[src/rtl/sysrst_pkg.sv]
package sysrst_pkg;

    typedef enum logic [1:0] {
        CAUSE_POWERUP = 2'b00,
        CAUSE_UNDERV  = 2'b01,
        CAUSE_MANUAL  = 2'b10
    } cause_e;

    typedef enum logic [1:0] {
        ST_HOLD    = 2'b00,
        ST_STRETCH = 2'b01,
        ST_RUN     = 2'b10
    } rst_state_e;

endpackage

[src/rtl/sysrst_debounce.sv]
module sysrst_debounce #(
    parameter int SYNC_STAGES      = 2,
    parameter int DEBOUNCE_SAMPLES = 8
) (
    input  logic clk,
    input  logic por_n,
    input  logic pin_n,
    output logic level_n
);
    localparam int CW = (DEBOUNCE_SAMPLES > 1) ? $clog2(DEBOUNCE_SAMPLES) : 1;
    localparam logic [CW-1:0] LAST = CW'(DEBOUNCE_SAMPLES - 1);

    logic [SYNC_STAGES-1:0] sync_q;
    logic [CW-1:0]          cnt_q;
    logic                   stable_q;
    logic                   sampled;

    // Synchroniser chain; the reset value is the inactive (high) level.
    always_ff @(posedge clk or negedge por_n) begin
        if (!por_n) begin
            sync_q <= '1;
        end else begin
            sync_q <= {sync_q[SYNC_STAGES-2:0], pin_n};
        end
    end

    assign sampled = sync_q[SYNC_STAGES-1];

    // The accepted level changes only after LAST+1 consecutive differing samples.
    always_ff @(posedge clk or negedge por_n) begin
        if (!por_n) begin
            cnt_q    <= '0;
            stable_q <= 1'b1;
        end else if (sampled != stable_q) begin
            if (cnt_q == LAST) begin
                stable_q <= sampled;
                cnt_q    <= '0;
            end else begin
                cnt_q <= cnt_q + 1'b1;
            end
        end else begin
            cnt_q <= '0;
        end
    end

    assign level_n = stable_q;
endmodule

[src/rtl/sysrst_fsm.sv]
module sysrst_fsm
    import sysrst_pkg::*;
#(
    parameter int STRETCH_CYCLES = 200000
) (
    input  logic clk,
    input  logic por_n,
    input  logic cause_any,
    output logic rst_active
);
    localparam int CW = (STRETCH_CYCLES > 1) ? $clog2(STRETCH_CYCLES) : 1;
    localparam logic [CW-1:0] LAST = CW'(STRETCH_CYCLES - 1);

    rst_state_e state_q, state_d;
    logic [CW-1:0] cnt_q;
    logic          cnt_done;

    assign cnt_done = (cnt_q == LAST);

    // Next-state logic.
    always_comb begin
        state_d = state_q;
        unique case (state_q)
            ST_HOLD:    if (!cause_any) state_d = ST_STRETCH;   // T_CLEAR
            ST_STRETCH: if (cause_any)  state_d = ST_HOLD;      // T_REARM
                        else if (cnt_done) state_d = ST_RUN;     // T_EXPIRE
            ST_RUN:     if (cause_any)  state_d = ST_HOLD;      // T_TRIP
            default:    state_d = ST_HOLD;
        endcase
    end

    // State register; power-on starts the stretch from zero.
    always_ff @(posedge clk or negedge por_n) begin
        if (!por_n) begin
            state_q <= ST_STRETCH;
        end else begin
            state_q <= state_d;
        end
    end

    // The stretch counter runs only in ST_STRETCH.
    always_ff @(posedge clk or negedge por_n) begin
        if (!por_n) begin
            cnt_q <= '0;
        end else if (state_q == ST_STRETCH && !cause_any && !cnt_done) begin
            cnt_q <= cnt_q + 1'b1;
        end else begin
            cnt_q <= '0;
        end
    end

    // Output decode.
    always_comb begin
        rst_active = (state_q != ST_RUN);
    end
endmodule

[src/rtl/sysrst_cause.sv]
module sysrst_cause
    import sysrst_pkg::*;
(
    input  logic   clk,
    input  logic   por_n,
    input  logic   uv_flag,
    input  logic   man_level_n,
    output cause_e cause
);
    cause_e cause_q;

    always_ff @(posedge clk or negedge por_n) begin
        if (!por_n) begin
            cause_q <= CAUSE_POWERUP;
        end else if (uv_flag) begin
            cause_q <= CAUSE_UNDERV;
        end else if (!man_level_n) begin
            cause_q <= CAUSE_MANUAL;
        end
    end

    assign cause = cause_q;
endmodule

[src/rtl/sysrst_gen.sv]
module sysrst_gen
    import sysrst_pkg::*;
#(
    parameter int STRETCH_CYCLES   = 200000,
    parameter int DEBOUNCE_SAMPLES = 8,
    parameter int SYNC_STAGES      = 2
) (
    input  logic       clk,
    input  logic       por_n,
    input  logic       uv_flag,
    input  logic       man_rst_n,
    output logic       sys_rst_n,
    output logic       sys_rst,
    output logic [1:0] last_cause
);
    logic   man_level_n;
    logic   cause_any;
    logic   rst_active;
    cause_e cause;

    sysrst_debounce #(
        .SYNC_STAGES     (SYNC_STAGES),
        .DEBOUNCE_SAMPLES(DEBOUNCE_SAMPLES)
    ) u_deb (
        .clk    (clk),
        .por_n  (por_n),
        .pin_n  (man_rst_n),
        .level_n(man_level_n)
    );

    assign cause_any = uv_flag | ~man_level_n;

    sysrst_fsm #(
        .STRETCH_CYCLES(STRETCH_CYCLES)
    ) u_fsm (
        .clk       (clk),
        .por_n     (por_n),
        .cause_any (cause_any),
        .rst_active(rst_active)
    );

    sysrst_cause u_cause (
        .clk        (clk),
        .por_n      (por_n),
        .uv_flag    (uv_flag),
        .man_level_n(man_level_n),
        .cause      (cause)
    );

    assign sys_rst_n  = ~rst_active;
    assign sys_rst    = rst_active;
    assign last_cause = cause;
endmodule

[config.mk]
export PLATFORM = sky130hd
export DESIGN_NAME = sysrst_gen
export DESIGN_NICKNAME = d
export VERILOG_FILES = /design/src/rtl/sysrst_pkg.sv /design/src/rtl/sysrst_debounce.sv /design/src/rtl/sysrst_fsm.sv /design/src/rtl/sysrst_cause.sv /design/src/rtl/sysrst_gen.sv
export SDC_FILE = /design/constraint.sdc
export NUM_CORES = 1
export LEC_CHECK = 0
export ABC_AREA = 1
export BUFFER_PORTS_ARGS = -buffer_cell sky130_fd_sc_hd__clkbuf_2
export CAP_MARGIN = 20
export CORE_MARGIN = 5
export CORE_UTILIZATION = 63
export DETAILED_ROUTE_END_ITERATION = 16
export GPL_TIMING_DRIVEN = 0
export HOLD_SLACK_MARGIN = 0.12
export PLACE_DENSITY = 0.82
export SYNTH_ARGS = -nofsm -noshare
export SYNTH_HDL_FRONTEND = slang
export SYNTH_SLANG_ARGS = --single-unit
export TNS_END_PERCENT = 1
[constraint.sdc]
create_clock -name clk -period 3.8 [get_ports clk]
set_input_delay 0.19 -clock clk [delete_from_list [all_inputs] [get_ports clk]]
set_output_delay 0.19 -clock clk [all_outputs]
set_load 0.01 [all_outputs]
Word level (Yosys, flattened, before mapping). Cells that the tools add are included.

Output and inout port bits: 4. Input bits: 4. Logic and storage cells: 38. Bits in registers: 28.

Multiplexer cells: 10. Eq/ne operators: 10. Reductions and logical operators: 7. Bitwise logic cells: 3. $add $sub $neg: 2.

Operator list (count): adder 18 x 1 -> 18 bit, second input constant (1); equality test 18 bit, second input constant (1); 2-to-1 mux 18 bit (1); 2-to-1 mux 2 bit (6); 2-to-1 mux 3 bit (2); != test 2 bit, second input constant (3); case mux 2 bit (3 select lines) (1); adder 3 x 1 -> 3 bit, second input constant (1); equality test 3 bit, second input constant (1); != test 3 x 1 -> 1 bit, second input constant (1); AND reduction 3 bit (1); equality test 2 x 1 -> 1 bit, second input constant (1); equality test 2 bit, second input constant (1); logical AND 1 bit (2); logical NOT 1 bit (2); logical NOT 2 bit (1); != test 2 x 1 -> 1 bit, second input constant (1); inverter 1 bit (2); AND reduction 2 bit (1); != test 1 bit (1); bitwise OR 1 bit (1).

Longest topological paths before layout. Gate-level depths: netlist of run 1.

Depth in word-level cells: 6. Gate-level depth with buffers: 8. Depth with buffers taken out: 8.

By module. From an unflattened synthesis of run 1, not the netlist that was laid out.

Cell total of the unflattened synthesis: 177. Area total of the unflattened synthesis: 1483.9 um^2.

Modules (own cells, without submodules): sysrst_fsm (cells an instance 146, instances 1, sequential area each 501.7 um^2, area an instance 1167.4 um^2); sysrst_debounce (cells an instance 21, instances 1, sequential area each 153.9 um^2, area an instance 231.5 um^2); sysrst_cause (cells an instance 7, instances 1, sequential area each 50.0 um^2, area an instance 73.8 um^2); sysrst_gen (cells an instance 3, instances 1, sequential area each 0.0 um^2, area an instance 11.3 um^2).

Worst setup path before layout of run 1. OpenSTA, ideal clock, no wires.

Kind: reg2reg. Start point: reg u_fsm.cnt_q[0]. End point: reg u_fsm.cnt_q[15]. Clock period less this slack: 1.313 ns. Library setup time: 0.116 ns. Stages on the path, launching flop included: 8. Path slack: 2.487 ns. Buffers on the path: 1. Required time: 3.684 ns. Data arrival time: 1.198 ns. Cells stage by stage: dfrtp_1 > ha_1 > nand3_2 > nor2_1 > nand3_2 > nand2_4 > buf_6 > nor2_1.

Word-level cells in the longest chain between the ends: 4. Elaborated cells between the ends (all ways): 5. Those cells by class: add/sub (1); eq/ne (1); mux (1); reduce/logical (2).

RTL lines: from (decl) (RTL line sysrst_fsm.sv:15) `logic [CW-1:0] cnt_q;`; from (signal assigned) (RTL line sysrst_fsm.sv:46) `cnt_q <= cnt_q + 1'b1;`; branches (longest 3 deep; another with adder 18 x 1 -> 18 bit); 2-to-1 mux 18 bit (*) (RTL line sysrst_fsm.sv:45) `end else if (state_q == ST_STRETCH && !cause_any && !cnt_done) begin`.

Mark *: on every way between the ends. A chain may end at the register's enable or synchronous reset.

Final worst setup path of run 1.
Start point: reg u_fsm.cnt_q[0]. End point: reg u_fsm.cnt_q[0].

The elaborated chain is that of the path after synthesis.

==> flow_summary_export.csv, run 1 <==
group,metric,value,unit
run_status,outcome,"completed",
die,rows,17,
clock_network,tritoncts,"done",
clock_network,numCtsBuffers,3,
timing,finalCriticalPeriod,1.55,ns
critical_path,start_kind,"flip-flop",
synth,yosysTopAreaCellShare,0.427,
critical_path,crit_end,"u_fsm.cnt_q[0]",
clock_network,path_clk_slew,0.14,ns
timing,slew_headroom,0.561,
place,dpl_cell_area,1480,um2
detailed_routing,routedWlPerCell,11.8,um
grt,grt_usage,0.177,
timing,fin_tns_setup,0,ns
run,cap_violations,0,
detailed_routing,num_vias,1116,
synth,syn_avg_cell_area,8.14,um2
pwr,p_leak,0.650,nW
grt,grt_pass1_wl,4490,um
timing,drv_slew,0,
timing,whs,0.373,ns
final_layout,layout-drive-gt1-share,0.118,
timing,skew,0.00772,ns
grt,grt_max_degree,29,
detailed_routing,wl,2550,um
detailed_routing,drcViolationCount,0,
clock_network,cts-root-buf,"clkbuf_4",
die,initial_utilization,0.649,
final_layout,area_delta_synth_final,10.8,%
clock_network,clk_latency,0.33,ns
critical_path,reg2regPathDepth,7,
timing,setup-violations-final,0,
grt,antenna_found_initial,0,
die,dieArea,3280,um2
timing,hold_viol,0,
clock_network,clock_path_buffers,2,
detailed_routing,viasPerCell,5.19,
critical_path,end_kind,"flip-flop",
synth,ys_seq_area_frac,0.501,
place,gp_congestion,0.831,
synth,synth_top_cells_by_area,"dfrtp_1, nor2_1, nand2_1",
detailed_routing,drt_iter0_drc,48,
final_layout,post-route-util,0.719,
critical_path,crit_start,"u_fsm.cnt_q[0]",
die,coreArea,2170,um2
synth,synth_cells,173,
final_layout,n_antenna_cell,0,
detailed_routing,firstDrtPassIters,4,
die,die_width,57.3,um
timing,tightest_slew,0.658,ns
clock_network,cts_resized,0,
timing,period_share,0.407,
place,port_buffers,7,
grt,grt-ovfl-total,0,
synth,synth_cell_types,22,
timing,rsz0062_at_grt,"false",
die,die_h,57.3,um
synth,ys_ff_latch,28,
critical_path,required,4.03,ns
final_layout,design_area,1560,um2
pwr,power_density,384,nW/um2
synth,synth_top_cell_by_area,"dfrtp_1",
pwr,ir_drop,0.382,mV
grt,grt_pass1_vias,1057,
critical_path,crit_arrival,1.78,ns
critical_path,rr_startpoint,"u_fsm.cnt_q[0]",
place,dp.cells,208,
clock_network,cts.htree.levels,1,
synth,syn-num-nets,180,
timing,max_freq,0.647,GHz
synth,netlist_area,1410,um2
critical_path,cp_max_fo,10,
critical_path,r2r_end,"u_fsm.cnt_q[0]",
critical_path,r2r_slack,2.25,ns
final_layout,fin_cells,215,
die,io_pins,8,
detailed_routing,ant_nets,0,
place,place_hpwl,1880,um
final_layout,nets,195,
critical_path,worstSetupPathType,"flip-flop to flip-flop",
clock_network,clkSinkCount,28,
hold_path,hp-class,"flip-flop to flip-flop",
synth,synth_warnings,0,
-- where the power goes --
part	leakage (nW)	switching [mW]	internal (mW)	total (mW)
clock	0.0279	0.0873	0.107	0.194
sequential	0.370	0.0148	0.328	0.343
combinational	0.252	0.0377	0.0246	0.0622
total	0.650	0.140	0.459	0.599
-- area by class of cell --
| cell class | instances | area [um2] |
|---|---|---|
| multi-input cells | 124 | 616 |
| plain buffers | 1 | 11.3 |
| flip-flops and latches | 28 | 706 |
| repair buffers | 10 | 65.1 |
| clock buffers | 3 | 22.5 |
| clock inverters | 1 | 30.0 |
| well taps | 28 | 35.0 |
| fillers | 178 | 609 |
| inverters | 20 | 75.1 |
-- repair_timing --
item / CTS / global route
endpoints found under the hold margin: 27 / 0
endpoints found under the setup margin: 0 / 0
buffers inserted: 0 / 0
hold buffers: 3 / 0
-- layout by cell type, fill, tap and decap left out, drive strengths merged --
| master | n |
|---|---|
| o21ai | 3 |
| o22ai | 1 |
| inv | 20 |
| nor2 | 45 |
| bufinv | 1 |
| dfstp | 4 |
| and2 | 1 |
| a21oi | 1 |
| nand2 | 42 |
| clkbuf | 10 |
| dlygate4sd3 | 3 |
| xor2 | 6 |
| dfrtp | 24 |
| nand4 | 2 |
| o21a | 1 |
| ha | 3 |
| buf | 1 |
| xnor2 | 3 |
| nand3 | 12 |
| o2bb2ai | 1 |
| nor3 | 3 |
-- flip-flops by register name, indices dropped and copies added, names as in the netlist --
name / count
u_cause.cause: 2
u_deb.cnt_q: 3
u_deb.level_n: 1
u_deb.sync_q: 2
u_fsm.cnt_q: 18
u_fsm.state_q: 2
-- kinds of logic (layout without fill, tap and decap cells) --
kind of cell             count (synthesis)  count (layout)  synth area share
buffers and inverters                   21              35            0.0613
AND/OR/NAND/NOR                        105             105             0.324
adder cells (fa/ha/maj)                  3               3            0.0267
AO/OA/AOI/OAI                            7               7            0.0302
XOR/XNOR                                 9               9            0.0560
flip-flops                              28              28             0.501
-- worst min path at each step --
stage / start / to / slack [ns] / depth (start not counted)
6_report: u_deb.sync_q[0] / u_deb.sync_q[1] / 0.37 / 0
5_1_grt: u_deb.sync_q[0] / u_deb.sync_q[1] / 0.38 / 0
4_1_cts: u_deb.sync_q[0] / u_deb.sync_q[1] / 0.37 / 0
3_5_place_dp: por_n / u_fsm.state_q[1] / 0.25 / 1
3_3_place_gp: por_n / u_fsm.state_q[1] / 0.24 / 1
2_1_floorplan: por_n / u_cause.cause[0] / -0.11 / 0
-- Yosys cell counts --
library cell,n
nor2_1,44
nand2_1,41
dfrtp_1,24
inv_1,20
nand3_1,9
xor2_1,6
dfstp_2,4
ha_1,3
nand3_2,3
o21ai_0,3
xnor2_1,3
nand4_1,2
nor3_1,2
a21oi_1,1
and2_1,1
buf_6,1
nand2_4,1
nor2_2,1
nor3_4,1
o21a_1,1
o22ai_1,1
o2bb2ai_1,1
-- stage by stage --
stage / setup slack, ns / power, mW
finish: 2.25 / 0.599
global placement: 2.32 / 0.405
global route: 2.16 / 0.632
floorplan: 2.49 / 0.388
CTS: 2.26 / 0.608
detailed placement: 2.28 / 0.409
-- per-layer routing --
metal | GRT usage | share of wire | vias up
met1 | 0.239 | 0.46 | 509
met2 | 0.282 | 0.47 | 42
li1 | - | - | 562
met5 | 0 | 0 | -
met4 | 0.0861 | 0.012 | 0
met3 | 0.0204 | 0.057 | 3
-- worst max-delay path, stage by stage (launching register included) --
cell	delay, ns
dfrtp_1	0.44
ha_1	0.25
nand3_2	0.12
nor2_1	0.15
nand3_2	0.13
nand2_4	0.15
buf_6	0.16
nor2_1	0.05
(Power assumes the default switching activity.)
==> inputs of run 2 (changes only) <==
CORE_UTILIZATION = 53   (was 63)
PLACE_DENSITY = 0.74   (was 0.82)
clock period = 1.3 ns   (was 3.8 ns; I/O delays follow)
==> run 2 against run 1 <==
Against the previous run: count of clock-buffer cells in the layout unchanged; maximum frequency up 14%; largest power group unchanged; worst hold slack worse by 0.11 ns; total power grew to 3.0 times the previous value; die area up 15%; the run now ends with negative setup slack left; cell count is 5.1% higher; first-iteration DRC count grew 48%; highest routed layer unchanged; sequential cell count is the same.
==> flow_summary_export.csv, run 2 (same netlist as run 1, synthesis figures left out) <==
group,metric,value,unit
run_status,outcome,"finished, violations left",
run_status,violations,"negative setup slack",
timing,tightest_slew,0.678,ns
critical_path,path_depth,5,
final_layout,largest_reg_flops,18,
grt,grt_pass1_vias,1223,
die,rows,18,
final_layout,mostFrequentLayoutCells,"nand2_1, nor2_1, dfrtp_1",
detailed_routing,num_vias,1177,
clock_network,tritoncts,"done",
critical_path,end_kind,"flip-flop",
die,die_h,61.5,um
detailed_routing,firstDrtPassIters,5,
detailed_routing,drcViolationCount,0,
pwr,ir_drop,0.787,mV
clock_network,clock_path_buffers,2,
run,cap_violations,0,
final_layout,post-route-util,0.681,
critical_path,worstSetupPathType,"flip-flop to flip-flop",
grt,grt_usage,0.188,
place,place_hpwl,1910,um
timing,layout_setup_ws,-0.0518,ns
clock_network,numCtsBuffers,3,
final_layout,top_regs,"u_fsm.cnt_q x18, u_deb.cnt_q x3",
grt,grt_max_degree,29,
critical_path,path_delay_family,"flip-flops",
detailed_routing,drt_iter0_drc,71,
critical_path,reg2regPathDepth,5,
pwr,swShare,0.248,
die,io_pins,8,
pwr,p_seq_frac,0.551,
critical_path,cp_slowest_cell,"dfstp_2",
clock_network,cts-root-buf,"clkbuf_4",
final_layout,nets,204,
timing,finalCriticalPeriod,1.35,ns
final_layout,final_common_cell,"nand2_1",
final_layout,fillers,199,
critical_path,cp_max_fo,4,
timing,skew,0.00251,ns
grt,use_met3,0.0273,
pwr,p_comb_frac,0.129,
pwr,power_density,1070,nW/um2
die,initial_utilization,0.563,
final_layout,largest_register,"u_fsm.cnt_q",
critical_path,critical_path.cell_chain,"inv_1 > nor3_4 > nand2_4 > buf_4 > a21oi_1",
timing,rsz0062_at_grt,"true",
critical_path,crit_arrival,1.62,ns
die,dieArea,3790,um2
critical_path,max_stage_delay,0.57,ns
place,dp.cells,210,
timing,period_share,1.04,
critical_path,cp_num_buf_inv,2,
pwr,p_leak,0.699,nW
detailed_routing,ant_nets,0,
die,coreArea,2500,um2
critical_path,required,1.57,ns
pwr,p_switching,451,uW
timing,hold_viol,0,
final_layout,area_delta_synth_final,21.0,%
detailed_routing,viasPerCell,5.21,
grt,grt_pass1_wl,5260,um
timing,slew_headroom,0.548,
grt,antenna_found_initial,0,
timing,max_freq,0.740,GHz
grt,busiest_layer,"met2",
clock_network,clkSinkCount,28,
final_layout,layout-drive-gt1-share,0.209,
final_layout,fin_cells,226,
clock_network,path_clk_slew,0.16,ns
detailed_routing,routedWlPerCell,13.4,um
grt,grt_use_met2,0.324,
grt,grt-ovfl-total,0,
pwr,p_clk_frac,0.320,
die,die_width,61.5,um
clock_network,cts.htree.levels,1,
critical_path,start_kind,"flip-flop",
clock_network,clk_latency,0.33,ns
detailed_routing,wl,3020,um
hold_path,hp-class,"primary input to asynchronous set/reset pin",
place,gp_congestion,0.876,
grt,grtUsageMet1,0.233,
final_layout,n_antenna_cell,0,
pwr,p_int,1.37,mW
place,port_buffers,7,
timing,drv_slew,0,
timing,setup-violations-final,17,
## run 2: layout make-up
| class | instances | area, um2 | share of cell area |
|---|---|---|---|
| Sequential cell | 28 | 706 | 0.414 |
| Multi-Input combinational cell | 124 | 684 | 0.402 |
| Timing Repair Buffer | 19 | 133 | 0.0779 |
| Inverter | 20 | 75.1 | 0.0441 |
| Tap cell | 30 | 37.5 | 0.0220 |
| Clock inverter | 1 | 30.0 | 0.0176 |
| Clock buffer | 3 | 22.5 | 0.0132 |
| Buffer | 1 | 15.0 | 0.00882 |
## run 2: repair_timing
action / in CTS / in global routing
resized for setup: 6 / 12
setup endpoints to repair: 17 / 21
pin swaps: 3 / 4
endpoints found under the hold margin: 29 / 0
hold buffers: 3 / 0
cloned: 0 / 0
buffers inserted: 8 / 1
## run 2: power groups by stage
stage	clock [mW]	sequential, mW	combinational, mW
floorplan	0	1.01	0.120
global placement	0	1.01	0.169
detailed placement	0	1.02	0.188
CTS	0.583	0.998	0.235
global route	0.627	1.01	0.273
finish	0.583	1.00	0.235
## run 2: through the flow
stage          instance area [um2]  power, mW  hold slack (ns)  setup WS, ns  TNS, ns
4_1_cts                       1650       1.82            0.301      -0.00977  -0.0593
5_1_grt                       1700       1.91            0.319        -0.169    -2.41
3_3_place_gp                  1480       1.18            0.129        -0.172    -1.91
2_1_floorplan                 1410       1.13           -0.231      0.000990        0
3_5_place_dp                  1480       1.21            0.135        -0.182    -2.01
6_report                      1700       1.82            0.268       -0.0518   -0.617
## run 2: final timing paths
kind | from | end | slack (ns)
setup / recovery | u_fsm.state_q[0] | u_fsm.cnt_q[16] | -0.05
hold reg to reg | u_deb.sync_q[0] | u_deb.sync_q[1] | 0.37
hold / removal | por_n | u_cause.cause[1] | 0.27
max in group asynchronous | por_n | u_fsm.cnt_q[8] | 0.60
setup reg to reg | u_fsm.state_q[0] | u_fsm.cnt_q[16] | -0.05
min in group clk | man_rst_n | u_deb.sync_q[0] | 0.34
## run 2: metal layers
metal | up-vias | share of wire
met4 | 0 | 0.021
met3 | 9 | 0.023
met2 | 20 | 0.50
met1 | 569 | 0.46
li1 | 579 | -
met5 | - | 0
==> inputs of run 3 (changes only) <==
CORE_MARGIN = 3   (was 5)
==> run 3 against run 2 <==
Against the previous run: the flow still finishes with violations (negative setup slack); critical path depth increased by 2; non-clock buffer count increased by 1; setup slack improved by 0.043 ns; die area decreased by 13%; sequential cell count unchanged; maximum frequency increased by 3.3%; core utilization increased by 0.35 points; combinational power decreased by 6%; cell area increased by 0.51%; sequential share of layout area decreased by 0.14 points; cell count increased by 0.44%; count of clock-buffer cells in the layout unchanged.
==> flow_summary_export.csv, run 3 (same netlist as run 1, synthesis figures left out) <==
group,metric,value,unit
grt,grt-ovfl-total,0,
pwr,power_density,1030,nW/um2
clock_network,clock_path_buffers,2,
critical_path,r2r_slack,-0.009,ns
critical_path,rr_startpoint,"u_fsm.cnt_q[0]",
pwr,p_seq_frac,0.564,
final_layout,area_delta_synth_final,21.6,%
critical_path,r2r_end,"u_fsm.cnt_q[5]",
pwr,p_int,1.36,mW
place,port_buffers,7,
final_layout,n_antenna_cell,0,
die,rows,18,
place,gp_congestion,0.811,
timing,max_freq,0.764,GHz
timing,hold_viol,0,
die,die_width,57.5,um
pwr,p_clk_frac,0.311,
pwr,p_comb_frac,0.125,
pwr,p_switching,399,uW
critical_path,crit_start,"u_fsm.cnt_q[0]",
pwr,ir_drop,0.844,mV
timing,rsz0062_at_grt,"true",
grt,grt_usage,0.181,
timing,finalCriticalPeriod,1.31,ns
clock_network,path_clk_slew,0.14,ns
die,io_pins,8,
detailed_routing,wl_met2,1330,um
final_layout,final_common_cell,"nand2_1",
detailed_routing,viasPerCell,4.86,
final_layout,top_regs,"u_fsm.cnt_q x18, u_deb.cnt_q x3",
detailed_routing,ant_nets,0,
place,dpl_cell_area,1480,um2
critical_path,worstSetupPathType,"flip-flop to flip-flop",
detailed_routing,firstDrtPassIters,4,
clock_network,cts.htree.levels,1,
clock_network,numCtsBuffers,3,
detailed_routing,drt_iter0_drc,42,
die,dieArea,3310,um2
die,coreArea,2500,um2
critical_path,start_kind,"flip-flop",
critical_path,end_kind,"flip-flop",
critical_path,cp_max_fo,10,
final_layout,largest_register,"u_fsm.cnt_q",
clock_network,tritoncts,"done",
clock_network,clkSinkCount,28,
detailed_routing,num_vias,1104,
die,initial_utilization,0.563,
detailed_routing,topRoutingLayerUsed,"met4",
final_layout,design_area,1710,um2
hold_path,hp-class,"primary input to asynchronous set/reset pin",
timing,tightest_slew,0.652,ns
grt,grt_pass1_wl,4760,um
run_status,outcome,"finished, violations left",
pwr,swShare,0.226,
detailed_routing,route.met3.wl,54,um
timing,setup-violations-final,8,
grt,grt_max_degree,29,
detailed_routing,met1_length,1290,um
timing,period_share,1.01,
place,post-place-ws,-0.215,ns
critical_path,reg2regPathDepth,7,
place,place_hpwl,1910,um
detailed_routing,routedWlPerCell,11.9,um
critical_path,crit_end,"u_fsm.cnt_q[5]",
die,die_h,57.5,um
clock_network,clk_latency,0.31,ns
final_layout,largest_reg_flops,18,
grt,antenna_found_initial,0,
final_layout,layout-drive-gt1-share,0.239,
final_layout,nets,205,
pwr,p_leak,0.697,nW
timing,slew_headroom,0.565,
detailed_routing,drcViolationCount,0,
critical_path,crit_arrival,1.53,ns
run,cap_violations,0,
critical_path,required,1.52,ns
clock_network,cts-root-buf,"clkbuf_4",
timing,drv_slew,0,
final_layout,mostFrequentLayoutCells,"nand2_1, nor2_1, dfrtp_1",
timing,fin_tns_setup,-0.0240,ns
timing,skew,0.00255,ns
run_status,violations,"negative setup slack",
timing,layout_setup_ws,-0.00852,ns
grt,grt_pass1_vias,1122,
detailed_routing,wl,2690,um
[run 3: worst min path at each step]
stage                     start               end  slack, ns
after detailed placement  por_n  u_cause.cause[1]       0.12
after global routing      por_n  u_fsm.state_q[1]       0.31
after floorplan           por_n  u_cause.cause[0]      -0.23
final                     por_n  u_cause.cause[1]       0.28
after CTS                 por_n  u_cause.cause[1]       0.30
after global placement    por_n  u_cause.cause[0]       0.12
[run 3: repair_timing]
action	in CTS	in global routing
pin swaps	2	3
buffers inserted	7	3
resized for setup	7	13
setup endpoints to repair	18	21
hold buffers	3	0
endpoints found under the hold margin	29	0
[run 3: metrics by stage]
step,utilization,total power [mW],hold slack (ns),std cells
2_1_floorplan,-,1.13,-0.231,173
3_3_place_gp,0.593,1.18,0.124,210
3_5_place_dp,0.593,1.20,0.124,210
4_1_cts,0.661,1.78,0.298,224
5_1_grt,0.685,1.86,0.309,227
6_report,0.685,1.76,0.284,227
[run 3: metal layers]
metal / global-route usage / up-vias
met1: 0.256 / 513
met3: 0.0204 / 2
met4: 0.0497 / 0
met2: 0.295 / 8
li1: - / 581
met5: 0 / -
[run 3: area by class of cell]
cell class | count | area, um2
inverters | 20 | 75.1
fillers | 195 | 788
repair buffers | 20 | 140
clock buffers | 3 | 22.5
multi-input cells | 124 | 684
clock inverters | 1 | 30.0
well taps | 30 | 37.5
plain buffers | 1 | 15.0
flip-flops and latches | 28 | 707
[run 3: power groups by stage]
stage | combinational [mW] | sequential, mW | clock (mW)
2_1_floorplan | 0.120 | 1.01 | 0
3_3_place_gp | 0.168 | 1.01 | 0
3_5_place_dp | 0.179 | 1.02 | 0
4_1_cts | 0.222 | 0.994 | 0.568
5_1_grt | 0.258 | 1.00 | 0.602
6_report | 0.220 | 0.994 | 0.549
[run 3: worst max-delay path: stages, from the launching register on]
cell and delay (ns):
dfrtp_1 0.43, ha_4 0.18, nand3_4 0.12, nor2_4 0.10
nand3_2 0.10, nand2_4 0.10, buf_8 0.13, nor2_1 0.05
